$ cat src/rtl/tourn_bp_pkg.sv
package tourn_bp_pkg;
  typedef logic [1:0] ctr_t;

  localparam ctr_t CTR_RESET = 2'b01;

  // one saturating step toward the given direction
  function automatic ctr_t ctr_step(ctr_t c, logic up);
    if (up) return (c == 2'b11) ? c : c + 2'd1;
    else    return (c == 2'b00) ? c : c - 2'd1;
  endfunction

  function automatic logic ctr_taken(ctr_t c);
    return c[1];
  endfunction
endpackage

$ cat src/rtl/tourn_ctr_table.sv
module tourn_ctr_table #(
  parameter int IDX_W = 8
) (
  input  logic                clk,
  input  logic                rst_n,
  input  logic [IDX_W-1:0]    rd_idx,
  output tourn_bp_pkg::ctr_t  rd_ctr,
  input  logic                wr_en,
  input  logic [IDX_W-1:0]    wr_idx,
  input  logic                wr_up
);
  import tourn_bp_pkg::*;
  localparam int DEPTH = 1 << IDX_W;

  ctr_t tbl [DEPTH];
  ctr_t wr_old;
  ctr_t wr_new;

  assign rd_ctr = tbl[rd_idx];
  assign wr_old = tbl[wr_idx];
  assign wr_new = ctr_step(wr_old, wr_up);

  always_ff @(posedge clk) begin
    if (!rst_n) begin
      for (int i = 0; i < DEPTH; i++) tbl[i] <= CTR_RESET;
    end else if (wr_en) begin
      tbl[wr_idx] <= wr_new;
    end
  end


  ctr_write_lands_chk: assert property (@(posedge clk) disable iff (!rst_n)
    wr_en |=> tbl[$past(wr_idx)] == $past(wr_new));
endmodule

$ cat src/rtl/tourn_lhist_table.sv
module tourn_lhist_table #(
  parameter int ENT_W  = 4,
  parameter int HIST_W = 8
) (
  input  logic              clk,
  input  logic              rst_n,
  input  logic [ENT_W-1:0]  rd_idx,
  output logic [HIST_W-1:0] rd_hist,
  input  logic              wr_en,
  input  logic [ENT_W-1:0]  wr_idx,
  input  logic              wr_bit,
  output logic [HIST_W-1:0] wr_hist_old
);
  localparam int DEPTH = 1 << ENT_W;

  logic [HIST_W-1:0] tbl [DEPTH];

  assign rd_hist     = tbl[rd_idx];
  assign wr_hist_old = tbl[wr_idx];

  always_ff @(posedge clk) begin
    if (!rst_n) begin
      for (int i = 0; i < DEPTH; i++) tbl[i] <= '0;
    end else if (wr_en) begin
      tbl[wr_idx] <= {wr_hist_old[HIST_W-2:0], wr_bit};
    end
  end


  lhist_newest_bit_chk: assert property (@(posedge clk) disable iff (!rst_n)
    wr_en |=> tbl[$past(wr_idx)][0] == $past(wr_bit));
endmodule

$ cat src/rtl/tourn_bp.sv
module tourn_bp #(
  parameter int PC_W  = 16,
  parameter int GH_W  = 4,
  parameter int GPC_W = 4,
  parameter int LPC_W = 4,
  parameter int LH_W  = 8,
  parameter int CH_W  = 6
) (
  input  logic            clk,
  input  logic            rst_n,
  input  logic            lkp_valid,
  input  logic [PC_W-1:0] lkp_pc,
  output logic            pred_valid,
  output logic            pred_taken,
  output logic            pred_local,
  output logic            pred_global,
  input  logic            upd_valid,
  input  logic [PC_W-1:0] upd_pc,
  input  logic            upd_taken,
  input  logic            upd_local,
  input  logic            upd_global
);
  import tourn_bp_pkg::*;
  localparam int GIDX_W = GH_W + GPC_W;

  logic [GH_W-1:0]   ghr;
  logic [LH_W-1:0]   lk_lhist, up_lhist;
  ctr_t              lk_gctr, lk_lctr, lk_chctr;
  logic [GIDX_W-1:0] lk_gidx, up_gidx;
  logic              ch_wr_en, ch_wr_up;
  logic              lk_sel_global;

  assign lk_gidx  = {ghr, lkp_pc[GPC_W-1:0]};
  assign up_gidx  = {ghr, upd_pc[GPC_W-1:0]};
  assign ch_wr_en = upd_valid && (upd_local != upd_global);
  assign ch_wr_up = (upd_global == upd_taken);
  assign lk_sel_global = ctr_taken(lk_chctr);

  tourn_ctr_table #(.IDX_W(GIDX_W)) u_gtab (
    .clk(clk), .rst_n(rst_n), .rd_idx(lk_gidx), .rd_ctr(lk_gctr),
    .wr_en(upd_valid), .wr_idx(up_gidx), .wr_up(upd_taken));

  tourn_lhist_table #(.ENT_W(LPC_W), .HIST_W(LH_W)) u_lht (
    .clk(clk), .rst_n(rst_n), .rd_idx(lkp_pc[LPC_W-1:0]), .rd_hist(lk_lhist),
    .wr_en(upd_valid), .wr_idx(upd_pc[LPC_W-1:0]), .wr_bit(upd_taken),
    .wr_hist_old(up_lhist));

  tourn_ctr_table #(.IDX_W(LH_W)) u_ltab (
    .clk(clk), .rst_n(rst_n), .rd_idx(lk_lhist), .rd_ctr(lk_lctr),
    .wr_en(upd_valid), .wr_idx(up_lhist), .wr_up(upd_taken));

  tourn_ctr_table #(.IDX_W(CH_W)) u_chooser (
    .clk(clk), .rst_n(rst_n), .rd_idx(lkp_pc[CH_W-1:0]), .rd_ctr(lk_chctr),
    .wr_en(ch_wr_en), .wr_idx(upd_pc[CH_W-1:0]), .wr_up(ch_wr_up));

  always_ff @(posedge clk) begin
    if (!rst_n) ghr <= '0;
    else if (upd_valid) ghr <= {ghr[GH_W-2:0], upd_taken};
  end

  always_ff @(posedge clk) begin
    if (!rst_n) begin
      pred_valid  <= 1'b0;
      pred_taken  <= 1'b0;
      pred_local  <= 1'b0;
      pred_global <= 1'b0;
    end else begin
      pred_valid <= lkp_valid;
      if (lkp_valid) begin
        pred_local  <= ctr_taken(lk_lctr);
        pred_global <= ctr_taken(lk_gctr);
        pred_taken  <= lk_sel_global ? ctr_taken(lk_gctr) : ctr_taken(lk_lctr);
      end
    end
  end


  pred_valid_follows_chk: assert property (@(posedge clk) disable iff (!rst_n)
    lkp_valid |=> pred_valid);

  pred_valid_idle_chk: assert property (@(posedge clk) disable iff (!rst_n)
    !lkp_valid |=> !pred_valid);

  pred_agree_chk: assert property (@(posedge clk) disable iff (!rst_n)
    (pred_valid && (pred_local == pred_global)) |-> (pred_taken == pred_local));

  ghr_newest_bit_chk: assert property (@(posedge clk) disable iff (!rst_n)
    upd_valid |=> ghr[0] == $past(upd_taken));

  ghr_idle_chk: assert property (@(posedge clk) disable iff (!rst_n)
    !upd_valid |=> $stable(ghr));
endmodule

$ cat config.mk
export PLATFORM = sky130hd
export DESIGN_NAME = tourn_bp
export DESIGN_NICKNAME = d
export VERILOG_FILES = /design/src/rtl/tourn_bp_pkg.sv /design/src/rtl/tourn_ctr_table.sv /design/src/rtl/tourn_lhist_table.sv /design/src/rtl/tourn_bp.sv
export SDC_FILE = /design/constraint.sdc
export NUM_CORES = 2
export LEC_CHECK = 0
export CORE_MARGIN = 3
export CORE_UTILIZATION = 45
export DETAILED_ROUTE_END_ITERATION = 8
export GPL_TIMING_DRIVEN = 0
export PLACE_DENSITY = 0.63
export SLEW_MARGIN = 15
export SYNTH_ARGS = -nofsm -noshare
export SYNTH_HDL_FRONTEND = slang
export SYNTH_HIERARCHICAL = 1
export SYNTH_SLANG_ARGS = --single-unit
$ cat constraint.sdc
create_clock -name clk -period 8.5 [get_ports clk]
set_input_delay 1.275 -clock clk [delete_from_list [all_inputs] [get_ports clk]]
set_output_delay 1.275 -clock clk [all_outputs]
set_load 0.005 [all_outputs]
==> flow_summary.toml <==
[worst_setup_path]
crit_type = "input pin to flop"
cp_max_fo = 10
critPathLaunch = "upd_pc[1]"
end_kind = "flop"
crit_required_ps = 8930
cp-start-kind = "input pin"
arrival_ps = 9040
r2r_start = "u_lht/tbl[15][3]"

[cells_and_area]
final_nets = 5445
final_common_cell = "edfxtp_1"
nFillCells = 13176
final_cell_area_sq_um = 75700
areaGrowthSynthToFinish_pct = 11.2
final_cell_mix = "edfxtp_1, nand3_1, mux4_2"
postLayoutCoreUtil = 0.505
drive_above_1_share = 0.192

[grt]
grt_pass1_vias = 52567
grt_pass1_wl_mm = 424
grt_util_all_layers = 0.396
grt_max_degree = 24
antenna_found_initial = 20
grt_overflow = 0

[synth]
netlist_instances = 5224
synth_area_sq_um = 68000
syn_avg_cell_area_sq_um = 13.0
synth.net_count = 5263
yosys_warnings = 6

[sta]
tightest_slew_ps = 1520
setup_viol = 34
setup_tns_ps = -1520
finalCritPeriodShare = 1.01
drv_slew = 11
relSlewSlack = -0.0154
rsz0062_at_grt = "false"
fmax_mhz = 116
fin_skew_ps = 41.4
min_period_ps = 8610
layout_setup_ws_ps = -115
finalHoldViolCount = 0

[die]
die-area_sq_um = 156000
num_io_pins = 43
die_w_um = 395
core_sq_um = 150000
start_util = 0.454
rows = 142
die_h_um = 395

[hold_path]
hold_path_class = "flop to flop"
hold_start = "pred_local"

[clocking]
clk_pin_slew_worst_paths_ps = 50
cts_sinks = 1288
clk_path_buf_depth = 3
cts_setup_buffers = 0
insertion_delay_ps = 800
post_cts_resized = 0
ctsHoldBuffers = 0
cts-buffers-inserted = 149
tritoncts = "done"
h-tree-depth = 4
cts_root_buf = "clkbuf_16"

[placement]
hpwl_mm = 219
placed_area_sq_um = 70900
post-place-ws_ps = -606
globalplace.congestion = 1.12
place.port_buffers = 20

[job]
drv_cap = 2

[power_and_ir_drop]
power.total_mw = 16.5
peakVddDrop_mv = 0.169
power_density_nw_per_um2 = 218
leakage_nw = 21.6

[routing]
wl_mm = 313
drt_first_iter_violations = 10707
vias_per_cell = 7.36
antenna_left = 0
vias = 55593
drc = 1
drt-pass1-iter-count = 9
avgRoutedWirePerCell_um = 41.4

[status]
violations = "DRC, capacitance limit, slew limit, setup timing"
outcome = "finished with violations"
[worst paths after layout]
kind / to / slack [ps] / depth (start not counted)
worst max-delay path: u_ltab/tbl[71][0] / -110 / 15
worst min-delay path: pred_local / 510 / 2
worst max register to register: u_ltab/tbl[71][0] / 1400 / 12
worst min register to register: pred_local / 510 / 2
[per-layer routing]
metal  global-route usage  vias to the layer above  wire length, um
li1                     -                    20861                -
met5                    0                        -               76
met2                0.581                     5674           134000
met3                0.145                     1481            48700
met1                0.483                    27565           101000
met4                0.282                       12            29400
[layout make-up]
cell class / instances / area [sq um] / area share
Sequential cell: 1288 / 38600 / 0.510
Multi-Input combinational cell: 3226 / 26200 / 0.346
Clock buffer: 187 / 3910 / 0.0517
Buffer: 704 / 3370 / 0.0446
Tap cell: 2016 / 2520 / 0.0333
Clock inverter: 81 / 748 / 0.00989
Timing Repair Buffer: 31 / 309 / 0.00408
Antenna cell: 19 / 47.5 / 0.000628
Inverter: 6 / 22.5 / 0.000298
[registers in the layout, summed over array words and instances (netlist names), 4 cells and up]
register,count
u_lht/tbl,128
u_chooser/tbl,128
u_ltab/tbl,512
u_gtab/tbl,512
ghr,4
[power breakdown]
part | total [mW] | internal, mW | switching, mW
logic | 3.03 | 0.830 | 2.20
registers | 7.18 | 7.10 | 0.0807
clock network | 6.25 | 3.53 | 2.73
total | 16.5 | 11.5 | 5.01
[through the flow]
stage	instances	hold WS [ps]
6_report	7558	513
5_1_grt	7539	536
4_1_cts	7538	523
3_5_place_dp	7270	509
3_3_place_gp	7260	498
2_1_floorplan	5224	507
[worst max-delay path, stage by stage]
cell and delay [ps]:
clkdlybuf4s50_1 770, clkbuf_1 410, buf_2 390, mux4_2 390, a22oi_1 440, nand2_1 110
clkbuf_1 370, nor2b_1 200, clkbuf_1 700, buf_2 580, buf_1 790, buf_1 610
nand2_1 750, clkbuf_2 650, o21ai_0 520
Power figures use the tool's default switching activity.
